File: src/rtl/gpirq_pkg.sv
package gpirq_pkg;
  localparam int PINS_PER_GRP = 8;
  localparam int FIELD_W      = 4;
  localparam int CFG_BASE     = 'h700;
  localparam int MASK_BASE    = 'h900;
  localparam int PEND_BASE    = 'hA00;

  typedef enum logic [2:0] {
    TRIG_LOW  = 3'd0,
    TRIG_HIGH = 3'd1,
    TRIG_FALL = 3'd2,
    TRIG_RISE = 3'd3,
    TRIG_BOTH = 3'd4
  } trig_e;
endpackage

File: src/rtl/gpirq_sync.sv
module gpirq_sync #(
  parameter int W = 8
) (
  input  logic         clk,
  input  logic         rst,
  input  logic [W-1:0] d,
  output logic [W-1:0] cur,
  output logic [W-1:0] prv
);
  logic [W-1:0] meta_q;

  always_ff @(posedge clk) begin
    if (rst) begin
      meta_q <= '0;
      cur    <= '0;
      prv    <= '0;
    end else begin
      meta_q <= d;
      cur    <= meta_q;
      prv    <= cur;
    end
  end
endmodule

File: src/rtl/gpirq_detect.sv
module gpirq_detect
  import gpirq_pkg::*;
(
  input  logic [2:0] mode,
  input  logic       cur,
  input  logic       prv,
  output logic       ev
);
  always_comb begin
    case (trig_e'(mode))
      TRIG_LOW:  ev = ~cur;
      TRIG_HIGH: ev = cur;
      TRIG_FALL: ev = prv & ~cur;
      TRIG_RISE: ev = ~prv & cur;
      TRIG_BOTH: ev = prv ^ cur;
      default:   ev = 1'b0;
    endcase
  end
endmodule

File: src/rtl/gpirq_group.sv
module gpirq_group
  import gpirq_pkg::*;
#(
  parameter int PINS = PINS_PER_GRP,
  parameter int DW   = 32
) (
  input  logic            clk,
  input  logic            rst,
  input  logic            cfg_we,
  input  logic            mask_we,
  input  logic            pend_we,
  input  logic [DW-1:0]   wdata,
  input  logic [PINS-1:0] cur,
  input  logic [PINS-1:0] prv,
  output logic [DW-1:0]   cfg_rd,
  output logic [PINS-1:0] mask_q,
  output logic [PINS-1:0] pend_q
);
  localparam int FW = DW / PINS;

  logic [2:0]      mode_q [PINS];
  logic [PINS-1:0] set_ev;
  logic [PINS-1:0] clr;

  genvar p;
  generate
    for (p = 0; p < PINS; p++) begin : g_pin
      always_ff @(posedge clk) begin
        if (rst)         mode_q[p] <= 3'd0;
        else if (cfg_we) mode_q[p] <= wdata[p*FW +: 3];
      end

      gpirq_detect u_det (
        .mode (mode_q[p]),
        .cur  (cur[p]),
        .prv  (prv[p]),
        .ev   (set_ev[p])
      );

      assign cfg_rd[p*FW +: FW] = {{(FW-3){1'b0}}, mode_q[p]};

      // an acknowledge with no coincident event clears the bit
      p_ack_clears_r7: assert property (@(posedge clk) disable iff (rst)
        (pend_q[p] && pend_we && wdata[p] && !set_ev[p]) |=> !pend_q[p]);
      // an event beats a simultaneous acknowledge
      p_set_wins_r4: assert property (@(posedge clk) disable iff (rst)
        set_ev[p] |=> pend_q[p]);
      // a clear bit never rises without an event, mask or not
      p_no_spurious_r8: assert property (@(posedge clk) disable iff (rst)
        (!pend_q[p] && !set_ev[p]) |=> !pend_q[p]);
      // reserved codes keep a clear bit clear
      p_reserved_quiet_r6: assert property (@(posedge clk) disable iff (rst)
        (mode_q[p] > 3'd4 && !cfg_we && !pend_q[p]) |=> !pend_q[p]);
    end
  endgenerate

  assign clr = pend_we ? wdata[PINS-1:0] : '0;

  always_ff @(posedge clk) begin
    if (rst) begin
      mask_q <= '1;
      pend_q <= '0;
    end else begin
      if (mask_we) mask_q <= wdata[PINS-1:0];
      pend_q <= (pend_q & ~clr) | set_ev;
    end
  end
endmodule

File: src/rtl/gpio_group_irq.sv
module gpio_group_irq
  import gpirq_pkg::*;
#(
  parameter int NUM_GROUPS = 4,
  parameter int ADDR_W     = 12
) (
  input  logic                           clk,
  input  logic                           rst,
  input  logic [NUM_GROUPS*PINS_PER_GRP-1:0] pin_in,
  input  logic                           bus_wr,
  input  logic                           bus_rd,
  input  logic [ADDR_W-1:0]              bus_addr,
  input  logic [31:0]                    bus_wdata,
  output logic [31:0]                    bus_rdata,
  output logic                           irq_out
);
  localparam int PINS  = PINS_PER_GRP;
  localparam int NPINS = NUM_GROUPS * PINS;
  localparam int DW    = 32;

  logic [NPINS-1:0] cur, prv;
  logic [DW-1:0]    cfg_rd  [NUM_GROUPS];
  logic [PINS-1:0]  mask_q  [NUM_GROUPS];
  logic [PINS-1:0]  pend_q  [NUM_GROUPS];
  logic [NUM_GROUPS-1:0] sel_cfg, sel_mask, sel_pend, grp_act;
  logic [DW-1:0]    rd_mux;
  logic             any_act;

  gpirq_sync #(.W(NPINS)) u_sync (
    .clk (clk),
    .rst (rst),
    .d   (pin_in),
    .cur (cur),
    .prv (prv)
  );

  genvar g;
  generate
    for (g = 0; g < NUM_GROUPS; g++) begin : g_grp
      localparam logic [ADDR_W-1:0] A_CFG  = ADDR_W'(CFG_BASE  + 4*g);
      localparam logic [ADDR_W-1:0] A_MASK = ADDR_W'(MASK_BASE + 4*g);
      localparam logic [ADDR_W-1:0] A_PEND = ADDR_W'(PEND_BASE + 4*g);

      assign sel_cfg[g]  = (bus_addr == A_CFG);
      assign sel_mask[g] = (bus_addr == A_MASK);
      assign sel_pend[g] = (bus_addr == A_PEND);

      gpirq_group #(.PINS(PINS), .DW(DW)) u_grp (
        .clk     (clk),
        .rst     (rst),
        .cfg_we  (bus_wr & sel_cfg[g]),
        .mask_we (bus_wr & sel_mask[g]),
        .pend_we (bus_wr & sel_pend[g]),
        .wdata   (bus_wdata),
        .cur     (cur[g*PINS +: PINS]),
        .prv     (prv[g*PINS +: PINS]),
        .cfg_rd  (cfg_rd[g]),
        .mask_q  (mask_q[g]),
        .pend_q  (pend_q[g])
      );

      assign grp_act[g] = |(pend_q[g] & ~mask_q[g]);
    end
  endgenerate

  assign any_act = |grp_act;

  always_comb begin
    rd_mux = '0;
    for (int i = 0; i < NUM_GROUPS; i++) begin
      if (sel_cfg[i])  rd_mux = cfg_rd[i];
      if (sel_mask[i]) rd_mux = {{(DW-PINS){1'b0}}, mask_q[i]};
      if (sel_pend[i]) rd_mux = {{(DW-PINS){1'b0}}, pend_q[i]};
    end
  end

  always_ff @(posedge clk) begin
    if (rst) begin
      bus_rdata <= '0;
      irq_out   <= 1'b0;
    end else begin
      if (bus_rd) bus_rdata <= rd_mux;
      irq_out <= any_act;
    end
  end

  // line follows the pending-and-unmasked state one cycle later
  p_irq_high_r9: assert property (@(posedge clk) disable iff (rst)
    any_act |=> irq_out);
  p_irq_low_r9: assert property (@(posedge clk) disable iff (rst)
    !any_act |=> !irq_out);
  // read data is held between read strobes
  p_rdata_hold_r10: assert property (@(posedge clk) disable iff (rst)
    !bus_rd |=> $stable(bus_rdata));
  // at most one register selected per address
  p_one_select_r2: assert property (@(posedge clk) disable iff (rst)
    $countones({sel_cfg, sel_mask, sel_pend}) <= 1);
endmodule

File: config.mk
export PLATFORM = sky130hd
export DESIGN_NAME = gpio_group_irq
export DESIGN_NICKNAME = d
export VERILOG_FILES = /design/src/rtl/gpirq_pkg.sv /design/src/rtl/gpirq_sync.sv /design/src/rtl/gpirq_detect.sv /design/src/rtl/gpirq_group.sv /design/src/rtl/gpio_group_irq.sv
export SDC_FILE = /design/constraint.sdc
export NUM_CORES = 1
export LEC_CHECK = 0
export ABC_AREA = 1
export ABC_CLOCK_PERIOD_IN_PS = 7800
export BUFFER_PORTS_ARGS = -buffer_cell sky130_fd_sc_hd__buf_2
export CAP_MARGIN = 20
export CORE_ASPECT_RATIO = 2
export CORE_UTILIZATION = 25
export CTS_CLUSTER_SIZE = 28
export DETAILED_ROUTE_END_ITERATION = 8
export PLACE_DENSITY = 0.52
export SETUP_SLACK_MARGIN = 0.05
export SLEW_MARGIN = 20
export SYNTH_ARGS = -nofsm -noshare
export SYNTH_HDL_FRONTEND = slang
export SYNTH_SLANG_ARGS = --single-unit
File: constraint.sdc
create_clock -name clk -period 7.8 [get_ports clk]
set_input_delay 1.56 -clock clk [delete_from_list [all_inputs] [get_ports clk]]
set_output_delay 1.56 -clock clk [all_outputs]
set_load 0.02 [all_outputs]
======== Word-level counts from Yosys, hierarchy flattened ========
Memory sizes are Yosys's and may differ from the RTL's.
Index checks and enable logic that the tools add are counted.
cells by class
  mux-type cells .......................... 94
  multipliers ............................. 0
  add/sub/neg operators ................... 0
  reduce and logical (&&, ||, !) cells .... 33
  div/mod/pow operators ................... 0
  shift-type cells ........................ 0
  order comparisons ....................... 0
  bitwise operators ....................... 224
  eq/ne operators ......................... 140
operator list
  cell                    count
  $mux W32                11
  $eq A3 B2 Y1 const B    64
  $pmux W1 S5             32
  $eq A12 B12 Y1 const B  8
  $eq A3 B1 Y1 const B    32
  $eq A3 B3 Y1 const B    32
  $logic_not A3 Y1        32
  $mux W3                 32
  $and A1 B1 Y1           76
  $and A8 B8 Y8           8
  $not A1 Y1              64
  $not A8 Y8              8
  $eq A12 B11 Y1 const B  4
  $mux W8                 4
  $or A1 B1 Y1            32
  $or A8 B8 Y8            4
  $reduce_or A32 Y1       1
  $xor A1 B1 Y1           32
  $mux W31                1
  $mux W1                 14
storage, ports and cells
  output and inout port bits .............. 33
  bits in read-only memories .............. 0
  memory bits (writable) .................. 96
  bits in registers ....................... 193
  latch bits .............................. 0
  word-level logic and storage cells ...... 508
  memories ................................ 4
memories
  name                   depth  bits a word  rd ports  clocked after Yosys merged registers in  write ports  line               RTL
  g_grp[0].u_grp.mode_q  8      3            8         0                                        8            gpirq_group.sv:21  logic [2:0] mode_q [PINS];
  g_grp[1].u_grp.mode_q  8      3            8         0                                        8            gpirq_group.sv:21
  g_grp[2].u_grp.mode_q  8      3            8         0                                        8            gpirq_group.sv:21
  g_grp[3].u_grp.mode_q  8      3            8         0                                        8            gpirq_group.sv:21

======== Longest topological paths before layout ========
Gate-level depths: netlist of run 1.
  depth after elaboration ................. 13
  mapped depth ............................ 14
  gate-level depth less buffers ........... 13

======== Cells and area by module ========
From an unflattened synthesis of run 1, not the netlist that was laid out.
second synthesis, totals
  cell total of the unflattened synthesis .. 2139
  area total of the unflattened synthesis .. 15473.6 um^2
modules (own cells, without submodules)
  module          times used  area an instance (um^2)  seq. area each (um^2)  cells an instance
  gpirq_group     4           1616.6                   1041.0                 162
  gpio_group_irq  1           3110.5                   660.6                  552
  gpirq_detect    32          96.3                     0.0                    20
  gpirq_sync      1           2813.9                   1921.8                 299

======== Least setup slack after synthesis of run 1 ========
Ideal clock, no wire load.
  path type ............................... input to register
  from .................................... in bus_addr[7]
  to ...................................... mem g_grp[3].u_grp.mode_q[0][0] (enable)
  buffers on the path ..................... 2
  arrival time ............................ 4126 ps
  cell stages on the path ................. 7
  path slack .............................. 3236 ps
  cell sequence ........................... nor2_1 -> nand2_2 -> nor2_1 -> nand2_1 -> clkbuf_1 -> buf_2 -> o21ai_0
RTL lines
  element      line                  RTL
  from (decl)  gpio_group_irq.sv:12  input logic [ADDR_W-1:0] bus_addr,
  to (decl)    gpirq_group.sv:21

======== Worst setup path after layout of run 1 ========
  from .................................... in bus_addr[7]
  to ...................................... reg bus_rdata[14]
on the way
  longest elaborated chain between the ends .. 13
ends and longest elaborated chain
  element               line                  RTL
  $eq A12 B11 Y1        gpio_group_irq.sv:44  assign sel_cfg[g] = (bus_addr == A_CFG);
  $mux W31              gpio_group_irq.sv:71  if (sel_cfg[i]) rd_mux = cfg_rd[i];
  $mux W32              gpio_group_irq.sv:72  if (sel_mask[i]) rd_mux = {{(DW-PINS){1'b0}}, mask_q[i]};
  $mux W32              gpio_group_irq.sv:73  if (sel_pend[i]) rd_mux = {{(DW-PINS){1'b0}}, pend_q[i]};
  $mux W32              gpio_group_irq.sv:71
  $mux W32              gpio_group_irq.sv:72
  $mux W32              gpio_group_irq.sv:73
  $mux W32              gpio_group_irq.sv:71
  $mux W32              gpio_group_irq.sv:72
  $mux W32              gpio_group_irq.sv:73
  $mux W32              gpio_group_irq.sv:71
  $mux W32              gpio_group_irq.sv:72
  $mux W32 *            gpio_group_irq.sv:73
  to (signal assigned)  gpio_group_irq.sv:82  if (bus_rd) bus_rdata <= rd_mux;
  to (decl)             gpio_group_irq.sv:14  output logic [31:0] bus_rdata,
Mark *: on every way between the ends. The rest lies on a longest branch, timed or not.
A chain may end at the register's enable or synchronous reset.

==> results.py, run 1 <==
metrics = {
    "run_status": {
        "status": "complete, no violations",
    },
    "synth": {
        "syn_avg_cell_area_um2": 8.08,
        "synth_async_sr_flop_share": 0,
        "synth_area_um2": 13300,
        "yosys_register_bits": 283,
        "synth_seq_area_share": 0.498,
        "synth-edff-count": 96,
        "netlist_instances": 1648,
        "yosysWarnings": 0,
        "ys.flop_type": "dfxtp_1",
        "ys_types": 40,
    },
    "cells_and_area": {
        "final_common_cell": "inv_1",
        "final_cell_mix": "inv_1, nor2_1, dfxtp_1",
        "fin_area_um2": 15400,
        "fin_nets": 1874,
        "n_antenna_cell": 0,
        "areaGrowthSynthToFinish_pct": 15.7,
        "regArea_um2": 6630,
        "multi_input_area_um2": 5280,
        "drive_above_1_share": 0.101,
        "fill_cells": 5614,
        "final_util": 0.293,
    },
    "drt": {
        "drtAntennaViolNets": 0,
        "via_count": 11100,
        "routedWlPerCell_um": 17.9,
        "vias_per_cell": 4.59,
        "drc_errors": 0,
        "finalWirelength_mm": 43.1,
        "dr.pass1.iters": 7,
        "drtIter0Drc": 573,
    },
    "timing": {
        "clock_skew_ps": 19.6,
        "hold_viol": 0,
        "clock.fmax_ghz": 0.237,
        "tightest_slew_ps": 1010,
        "period_minus_slack_ps": 4220,
        "fin_crit_sh": 0.541,
        "maxSlewViolCount": 0,
        "finalSetupTns_ps": 0,
        "setup-violations-final": 0,
        "slew_headroom": 0.326,
        "rsz0062_at_grt": "false",
    },
    "worst_setup_path": {
        "critPathBufInv": 1,
        "cp-start-kind": "primary input",
        "max_stage_delay_ps": 790,
        "path_max_fanout": 16,
        "worstSetupPathType": "in -> reg",
        "cpMostUsedCell": "nor2_1",
        "cpMaxStageDelayCell": "nor2_1",
        "cp_data_required_time_ps": 8290,
        "crit_family": "simple AND/OR/NAND/NOR gates",
        "arrival_ps": 4710,
        "critPathCaptureType": "register",
        "crit_chain": "buf_2, nor2_1, nand2_2, nor2_1, nand2_1, o22ai_1, nor2_1, o21ai_0, nand2_1, a21oi_1",
    },
    "clocking": {
        "cts_tree": "yes",
        "cts_hold_repair.buffers": 0,
        "htree_levels": 1,
        "cts-root-buf": "clkbuf_16",
        "cts.clk_slew.worst_paths_ps": 70,
        "clkLatencyLatePin_ps": 560,
        "cts_sinks": 283,
        "clk_path_buf_depth": 3,
        "cts-resized-gates": 0,
        "cts_setup_buffers": 0,
        "numCtsBuffers": 27,
    },
    "floorplanning": {
        "die_w_um": 165,
        "die_height_um": 328,
        "core_area_um2": 52600,
        "die-area_um2": 54200,
        "start_util": 0.253,
        "num_rows": 119,
        "io_pins": 113,
    },
    "placed_design": {
        "dpl-instance-area_um2": 14500,
        "post-dp-hpwl_mm": 32.1,
        "finalWeightedCongestion": 0.896,
        "portBuffers": 100,
    },
    "global_route": {
        "grt_remaining_overflow": 0,
        "antenna_found_initial": 0,
        "grt.total_usage": 0.161,
        "grt_max_degree": 93,
        "grt_pass1_vias": 11200,
        "grt_pass1_wl_mm": 64.7,
    },
    "min_path": {
        "min_path_type": "reg -> reg",
    },
    "pwr": {
        "total_power_w": 0.00324,
        "peakVddDrop_mv": 0.121,
        "power.density_nw_per_um2": 210,
        "cellLeakagePower_nw": 6.70,
    },
    "run": {
        "drv_cap": 0,
    },
}
## final timing paths
path / slack [ps] / cells after the start / from / end
max reg2reg: 6050 / 10 / g_grp[0].u_grp.mode_q[0][3] / bus_rdata[4]
min: 400 / 2 / u_sync.meta_q[10] / u_sync.cur[10]
max: 3580 / 10 / bus_addr[7] / bus_rdata[14]
min reg2reg: 400 / 2 / u_sync.meta_q[10] / u_sync.cur[10]
## synthesized netlist by cell type, drive strengths merged (14+ instances only)
library cell	instances	area, um^2
a21oi	130	662
o21ai	164	821
nor2	266	1030
dfxtp	187	3740
nand4	14	87.6
o211ai	34	255
o22ai	14	87.6
nand2	186	711
clkbuf	31	116
buf	30	171
ha	64	801
inv	309	1160
nand3	48	258
edfxtp	96	2880
nor4	20	125
## state kept, by name, summed over array words and instances, names as in the netlist
register,flops
g_grp.u_grp.mode_q,96
u_sync.prv,32
g_grp.u_grp.pend_q,32
u_sync.meta_q,32
g_grp.u_grp.mask_q,32
bus_rdata,26
u_sync.cur,32
irq_out,1
## stage by stage
| stage | hold WS, ps | worst slack [ps] | instances |
|---|---|---|---|
| 3_5_place_dp | 394 | 3000 | 2366 |
| 5_1_grt | 414 | 3430 | 2415 |
| 2_1_floorplan | 388 | 3240 | 1653 |
| 6_report | 397 | 3580 | 2415 |
| 4_1_cts | 403 | 3590 | 2415 |
| 3_3_place_gp | 397 | 3040 | 2366 |
## power by group
group / internal, W / switching, W
logic: 0.0000644 / 0.000147
clock network: 0.000784 / 0.000614
registers: 0.00158 / 0.0000449
total: 0.00243 / 0.000806
## cell type report
type | instances | area share
well taps | 665 | 0.0540
flip-flops and latches | 283 | 0.430
inverters | 311 | 0.0758
clock inverters | 13 | 0.00877
multi-input cells | 998 | 0.343
repair buffers | 109 | 0.0373
clock buffers | 36 | 0.0514
## metal layers
layer | vias up | routed length (um) | track usage | share of wire
met4 | 0 | 3650 | 0.125 | 0.085
met2 | 304 | 23100 | 0.304 | 0.53
met5 | - | 0 | 0 | 0
met3 | 121 | 1640 | 0.0174 | 0.038
met1 | 5176 | 14800 | 0.153 | 0.34
li1 | 5481 | - | - | -
## worst reg2reg max path, delay by kind of cell (launching register included)
family	cells	cell delay, ps
buffers and inverters	1	100
DFF	1	430
AOI/OAI and AO/OA	2	430
and+or+nand+nor	7	670
## kinds of logic after synthesis
group | after synthesis | synth area share
simple gates | 541 | 0.169
compound gates | 376 | 0.156
buf+inv | 372 | 0.109
flops | 283 | 0.498
fa+ha+maj | 64 | 0.0601
xor+xnor | 11 | 0.00724
other cells | 1 | 0.000282
(Power assumes the default switching activity.)
==> run 2, diff against run 1 <==
--- a/config.mk
+++ b/config.mk
@@ -6,7 +6,7 @@
 export NUM_CORES = 1
 export LEC_CHECK = 0
 export ABC_AREA = 1
-export ABC_CLOCK_PERIOD_IN_PS = 7800
+export ABC_CLOCK_PERIOD_IN_PS = 4100
 export BUFFER_PORTS_ARGS = -buffer_cell sky130_fd_sc_hd__buf_2
 export CAP_MARGIN = 20
 export CORE_ASPECT_RATIO = 2
==> constraint.sdc (replaced) <==
create_clock -name clk -period 4.1 [get_ports clk]
set_input_delay 0.82 -clock clk [delete_from_list [all_inputs] [get_ports clk]]
set_output_delay 0.82 -clock clk [all_outputs]
set_load 0.02 [all_outputs]
==> run 2 against run 1 <==
  * Non-clock buffer count increased by 17
  * Core utilization increased by 0.23 points
  * Total power up 90%
  * Critical path depth shrank 1
  * Die area stayed put
==> results.py, run 2 (same netlist as run 1, synthesis figures left out) <==
metrics = {
    "drt": {
        "finalWirelength_mm": 43.1,
        "drc_errors": 0,
        "routedWlPerCell_um": 17.7,
        "drtIter0Drc": 464,
        "dr.pass1.iters": 5,
        "vias_per_cell": 4.58,
        "via_count": 11100,
        "drtAntennaViolNets": 0,
    },
    "min_path": {
        "holdPathStages": 2,
        "whs_endpoint": "u_sync.cur[30]",
        "min_path_type": "reg -> reg",
        "min_from": "u_sync.meta_q[30]",
    },
    "global_route": {
        "grt_remaining_overflow": 0,
        "antenna_found_initial": 0,
        "grt_max_degree": 81,
        "grt.total_usage": 0.159,
        "grt_pass1_vias": 11300,
        "grt_pass1_wl_mm": 64.1,
    },
    "cells_and_area": {
        "fin_area_um2": 15500,
        "top_register": "g_grp.u_grp.mode_q",
        "areaGrowthSynthToFinish_pct": 16.6,
        "instances_no_fill": 2431,
        "final_common_cell": "inv_1",
        "final_cell_mix": "inv_1, nor2_1, dfxtp_1",
        "largest_reg_flops": 96,
        "drive_above_1_share": 0.109,
        "fin_nets": 1890,
        "n_antenna_cell": 0,
    },
    "clocking": {
        "clk_path_buf_depth": 3,
        "cts_tree": "yes",
        "cts.clk_slew.worst_paths_ps": 70,
        "cts_hold_repair.buffers": 0,
        "clkLatencyLatePin_ps": 560,
        "htree_levels": 1,
        "cts-root-buf": "clkbuf_16",
        "numCtsBuffers": 26,
        "cts_sinks": 283,
        "cts-resized-gates": 0,
        "cts_setup_buffers": 0,
    },
    "placed_design": {
        "finalWeightedCongestion": 0.897,
        "post-dp-hpwl_mm": 32.9,
        "dp.cells": 2383,
        "dpl-instance-area_um2": 14600,
        "portBuffers": 100,
    },
    "worst_setup_path": {
        "cp-start-kind": "primary input",
        "worstSetupPathType": "in -> reg",
        "critPathCaptureType": "register",
        "rr_endpoint": "bus_rdata[4]",
        "reg2reg_from": "g_grp[0].u_grp.mode_q[0][3]",
        "path_max_fanout": 25,
        "arrival_ps": 3040,
        "r2r_slack_ps": 2300,
        "r2r_cells": 10,
        "cp_data_required_time_ps": 4590,
    },
    "timing": {
        "period_minus_slack_ps": 2560,
        "finalSetupTns_ps": 0,
        "maxSlewViolCount": 0,
        "tightest_slew_ps": 912,
        "rsz0062_at_grt": "false",
        "slew_headroom": 0.392,
        "hold_viol": 0,
        "clock_skew_ps": 19.1,
        "fin_crit_sh": 0.623,
        "clock.fmax_ghz": 0.391,
        "setup-violations-final": 0,
    },
    "floorplanning": {
        "io_pins": 113,
        "die_height_um": 328,
        "die-area_um2": 54200,
        "die_w_um": 165,
        "start_util": 0.253,
        "core_area_um2": 52600,
        "num_rows": 119,
    },
    "pwr": {
        "peakVddDrop_mv": 0.229,
        "cellLeakagePower_nw": 6.79,
        "power.density_nw_per_um2": 396,
    },
    "run": {
        "drv_cap": 0,
    },
    "run_status": {
        "status": "complete, no violations",
    },
}
## run 2: changes by cell type in the layout (fill, tap and decap cells not counted), sizes merged
cell / delta
bufinv: +1
clkinv: +2
buf: +17
clkinvlp: -2
clkbuf: -2
## run 2: routing by layer
| metal | track usage | vias up | wire length [um] |
|---|---|---|---|
| li1 | - | 5529 | - |
| met1 | 0.148 | 5176 | 14700 |
| met2 | 0.303 | 300 | 23100 |
| met3 | 0.0161 | 122 | 1500 |
| met4 | 0.133 | 0 | 3780 |
| met5 | 0 | - | 0 |
## run 2: power breakdown
| part | leakage (nW) | switching [W] | internal, W | total [W] |
|---|---|---|---|---|
| sequential | 2.44 | 0.0000869 | 0.00301 | 0.00310 |
| clock | 0.456 | 0.00113 | 0.00151 | 0.00265 |
| combinational | 3.90 | 0.000278 | 0.000125 | 0.000403 |
| total | 6.79 | 0.00150 | 0.00465 | 0.00614 |
## run 2: critical path: stages
cell and delay [ps]:
buf_2 120, nor3_4 170, buf_4 340, nand2_2 340, o221ai_1 630, o21ai_0 240
nand2_1 130, nand2_1 90, a21oi_1 120
## run 2: per-stage QoR
step | worst slack [ps] | utilization | power (W) | hold WS, ps
global route | 1450 | 0.295 | 0.00638 | 414
floorplan | 276 | - | 0.00338 | 388
finish | 1540 | 0.295 | 0.00614 | 396
global placement | 1020 | 0.278 | 0.00355 | 394
detailed placement | 1010 | 0.278 | 0.00357 | 394
CTS | 1610 | 0.295 | 0.00622 | 401
## run 2: worst max-delay path by stage
stage	start	to	slack, ps
final	bus_addr[11]	bus_rdata[10]	1540
after floorplan	bus_addr[7]	g_grp[3].u_grp.mode_q[0][0]	280
after detailed placement	bus_addr[5]	bus_rdata[14]	1010
after global placement	bus_addr[7]	g_grp[0].u_grp.mode_q[1][6]	1020
after CTS	bus_addr[5]	bus_rdata[14]	1610
after global routing	bus_addr[9]	bus_rdata[10]	1450
## run 2: layout make-up
type                    instances  area, um^2
clock buffers                  34         764
clock inverters                14         160
fillers                      5614       37000
inverters                     311        1170
multi-input cells             998        5270
flip-flops and latches        283        6630
well taps                     665         832
repair buffers                126         706
==> run 3, diff against run 2 <==
--- a/config.mk
+++ b/config.mk
@@ -6,14 +6,14 @@
 export NUM_CORES = 1
 export LEC_CHECK = 0
 export ABC_AREA = 1
-export ABC_CLOCK_PERIOD_IN_PS = 4100
+export ABC_CLOCK_PERIOD_IN_PS = 2300
 export BUFFER_PORTS_ARGS = -buffer_cell sky130_fd_sc_hd__buf_2
 export CAP_MARGIN = 20
 export CORE_ASPECT_RATIO = 2
 export CORE_UTILIZATION = 25
 export CTS_CLUSTER_SIZE = 28
 export DETAILED_ROUTE_END_ITERATION = 8
-export PLACE_DENSITY = 0.52
+export PLACE_DENSITY = 0.53
 export SETUP_SLACK_MARGIN = 0.05
 export SLEW_MARGIN = 20
 export SYNTH_ARGS = -nofsm -noshare
==> constraint.sdc (replaced) <==
create_clock -name clk -period 2.3 [get_ports clk]
set_input_delay 0.46 -clock clk [delete_from_list [all_inputs] [get_ports clk]]
set_output_delay 0.46 -clock clk [all_outputs]
set_load 0.02 [all_outputs]
==> run 3 against run 2 <==
  * Clock power rose by 78%
  * Clock skew barely moved
  * Core utilization is 1.1 points higher
  * First-iteration DRC count grew 18%
  * Critical endpoint is now bus_rdata[30]
==> results.py, run 3 (same netlist as run 1, synthesis figures left out) <==
metrics = {
    "run_status": {
        "status": "complete, no violations",
    },
    "global_route": {
        "grt_pass1_vias": 11600,
        "grt.total_usage": 0.165,
        "use_met2": 0.325,
        "grt_max_degree": 156,
        "grt_util_met1": 0.153,
        "grt_pass1_wl_mm": 66.1,
        "use_met3": 0.0158,
        "antenna_found_initial": 0,
        "grt_remaining_overflow": 0,
        "top_usage_layer": "met2",
    },
    "cells_and_area": {
        "areaGrowthSynthToFinish_pct": 21.0,
        "top_register": "g_grp.u_grp.mode_q",
        "final_cell_mix": "inv_1, nor2_1, dfxtp_1",
        "fill_cells": 5554,
        "multi_input_area_um2": 5280,
        "fin_nets": 1951,
        "largest_reg_flops": 96,
        "fin_area_um2": 16100,
        "regArea_um2": 6630,
        "final_util": 0.306,
        "drive_above_1_share": 0.138,
        "final_common_cell": "inv_1",
    },
    "pwr": {
        "p_clk_frac": 0.430,
        "p_sw_frac": 0.250,
        "p_int_w": 0.00826,
        "p_switching_w": 0.00275,
        "power.density_nw_per_um2": 683,
        "seqPwrFrac": 0.502,
        "peakVddDrop_mv": 0.417,
        "cellLeakagePower_nw": 7.14,
        "comb_power_share": 0.068,
    },
    "timing": {
        "hold_viol": 0,
        "period_minus_slack_ps": 1770,
        "slew_headroom": 0.466,
        "tightest_slew_ps": 801,
        "rsz0062_at_grt": "false",
        "clock.fmax_ghz": 0.565,
        "fin_crit_sh": 0.770,
        "maxSlewViolCount": 0,
        "clock_skew_ps": 19.0,
        "fin_hold_ws_ps": 82.1,
        "setup-violations-final": 0,
    },
    "floorplanning": {
        "num_rows": 119,
        "die-area_um2": 54200,
        "die_w_um": 165,
        "die_height_um": 328,
        "core_area_um2": 52600,
        "start_util": 0.253,
        "io_pins": 113,
    },
    "clocking": {
        "cts_hold_repair.buffers": 0,
        "cts_setup_buffers": 0,
        "clkLatencyLatePin_ps": 580,
        "numCtsBuffers": 27,
        "cts_tree": "yes",
        "clk_path_buf_depth": 3,
        "htree_levels": 1,
        "cts-resized-gates": 0,
        "cts_sinks": 283,
        "cts-root-buf": "clkbuf_16",
        "cts.clk_slew.worst_paths_ps": 70,
    },
    "worst_setup_path": {
        "arrival_ps": 2270,
        "worstSetupPathType": "in -> reg",
        "critPathCaptureType": "register",
        "cp-start-kind": "primary input",
        "cp_data_required_time_ps": 2800,
        "path_max_fanout": 9,
    },
    "min_path": {
        "min_path_type": "in -> reg",
    },
    "drt": {
        "drtIter0Drc": 546,
        "drc_errors": 0,
        "vias_per_cell": 4.55,
        "via_count": 11300,
        "routedWlPerCell_um": 17.6,
        "finalWirelength_mm": 44.0,
        "dr.pass1.iters": 5,
        "drtAntennaViolNets": 0,
    },
    "placed_design": {
        "portBuffers": 100,
        "dpl-instance-area_um2": 15200,
        "post-dp-hpwl_mm": 33.8,
        "finalWeightedCongestion": 0.883,
    },
    "run": {
        "drv_cap": 0,
    },
}
run 3: changes by cell type in the layout (fill, tap and decap cells not counted), moves of 2 or more:
cell        before  now
o21ai_2          4    2
o21ai_4          0    2
clkinv_2         7    5
inv_6            0    3
clkbuf_1         3    6
inv_4            0    3
clkinvlp_4       2    0
buf_12           0   10
buf_4           25   76
run 3: area by class of cell:
class                           count  share of cell area
Antenna cell                        1            0.000155
Clock buffer                       37              0.0489
Clock inverter                     13             0.00808
Inverter                          311              0.0725
Multi-Input combinational cell    998               0.328
Sequential cell                   283               0.411
Tap cell                          665              0.0517
Timing Repair Buffer              186              0.0793
run 3: per-stage QoR:
stage,total power [W],setup TNS [ps],cells,setup WS [ps]
final,0.0110,0,2494,530
after global routing,0.0114,0,2493,419
after CTS,0.0111,0,2493,543
after detailed placement,0.00640,-97.4,2443,-73.3
after global placement,0.00636,-71.4,2443,-64.5
after floorplan,0.00602,0,1653,73.7
run 3: power groups by stage:
stage / sequential [W] / combinational (W) / clock, W
global placement: 0.00563 / 0.000737 / 0
global route: 0.00555 / 0.000844 / 0.00504
detailed placement: 0.00564 / 0.000758 / 0
finish: 0.00552 / 0.000748 / 0.00473
floorplan: 0.00557 / 0.000448 / 0
CTS: 0.00552 / 0.000762 / 0.00486
run 3: final timing paths:
path	startpoint	endpoint	slack, ps	depth (start not counted)
hold / removal	pin_in[24]	u_sync.meta_q[24]	80	3
setup / recovery	bus_addr[1]	bus_rdata[30]	530	12
hold reg to reg	u_sync.meta_q[9]	u_sync.cur[9]	400	2
setup reg to reg	g_grp[0].u_grp.mask_q[3]	irq_out	590	5
run 3: layer usage:
metal,wire length [um],part of all wire,vias to the layer above
met2,24400,0.55,264
met3,1390,0.032,107
met1,15100,0.34,5315
met5,0,0,-
met4,3120,0.071,0
li1,-,-,5652
run 3: worst max-delay path, stage by stage:
cell	delay (ps)
buf_2	110
nor2_2	160
nand2_1	110
nor2_4	160
nand2_2	200
buf_12	190
o221ai_1	270
buf_4	160
o21ai_0	130
nand2_1	90
nand2_1	90
a21oi_1	120
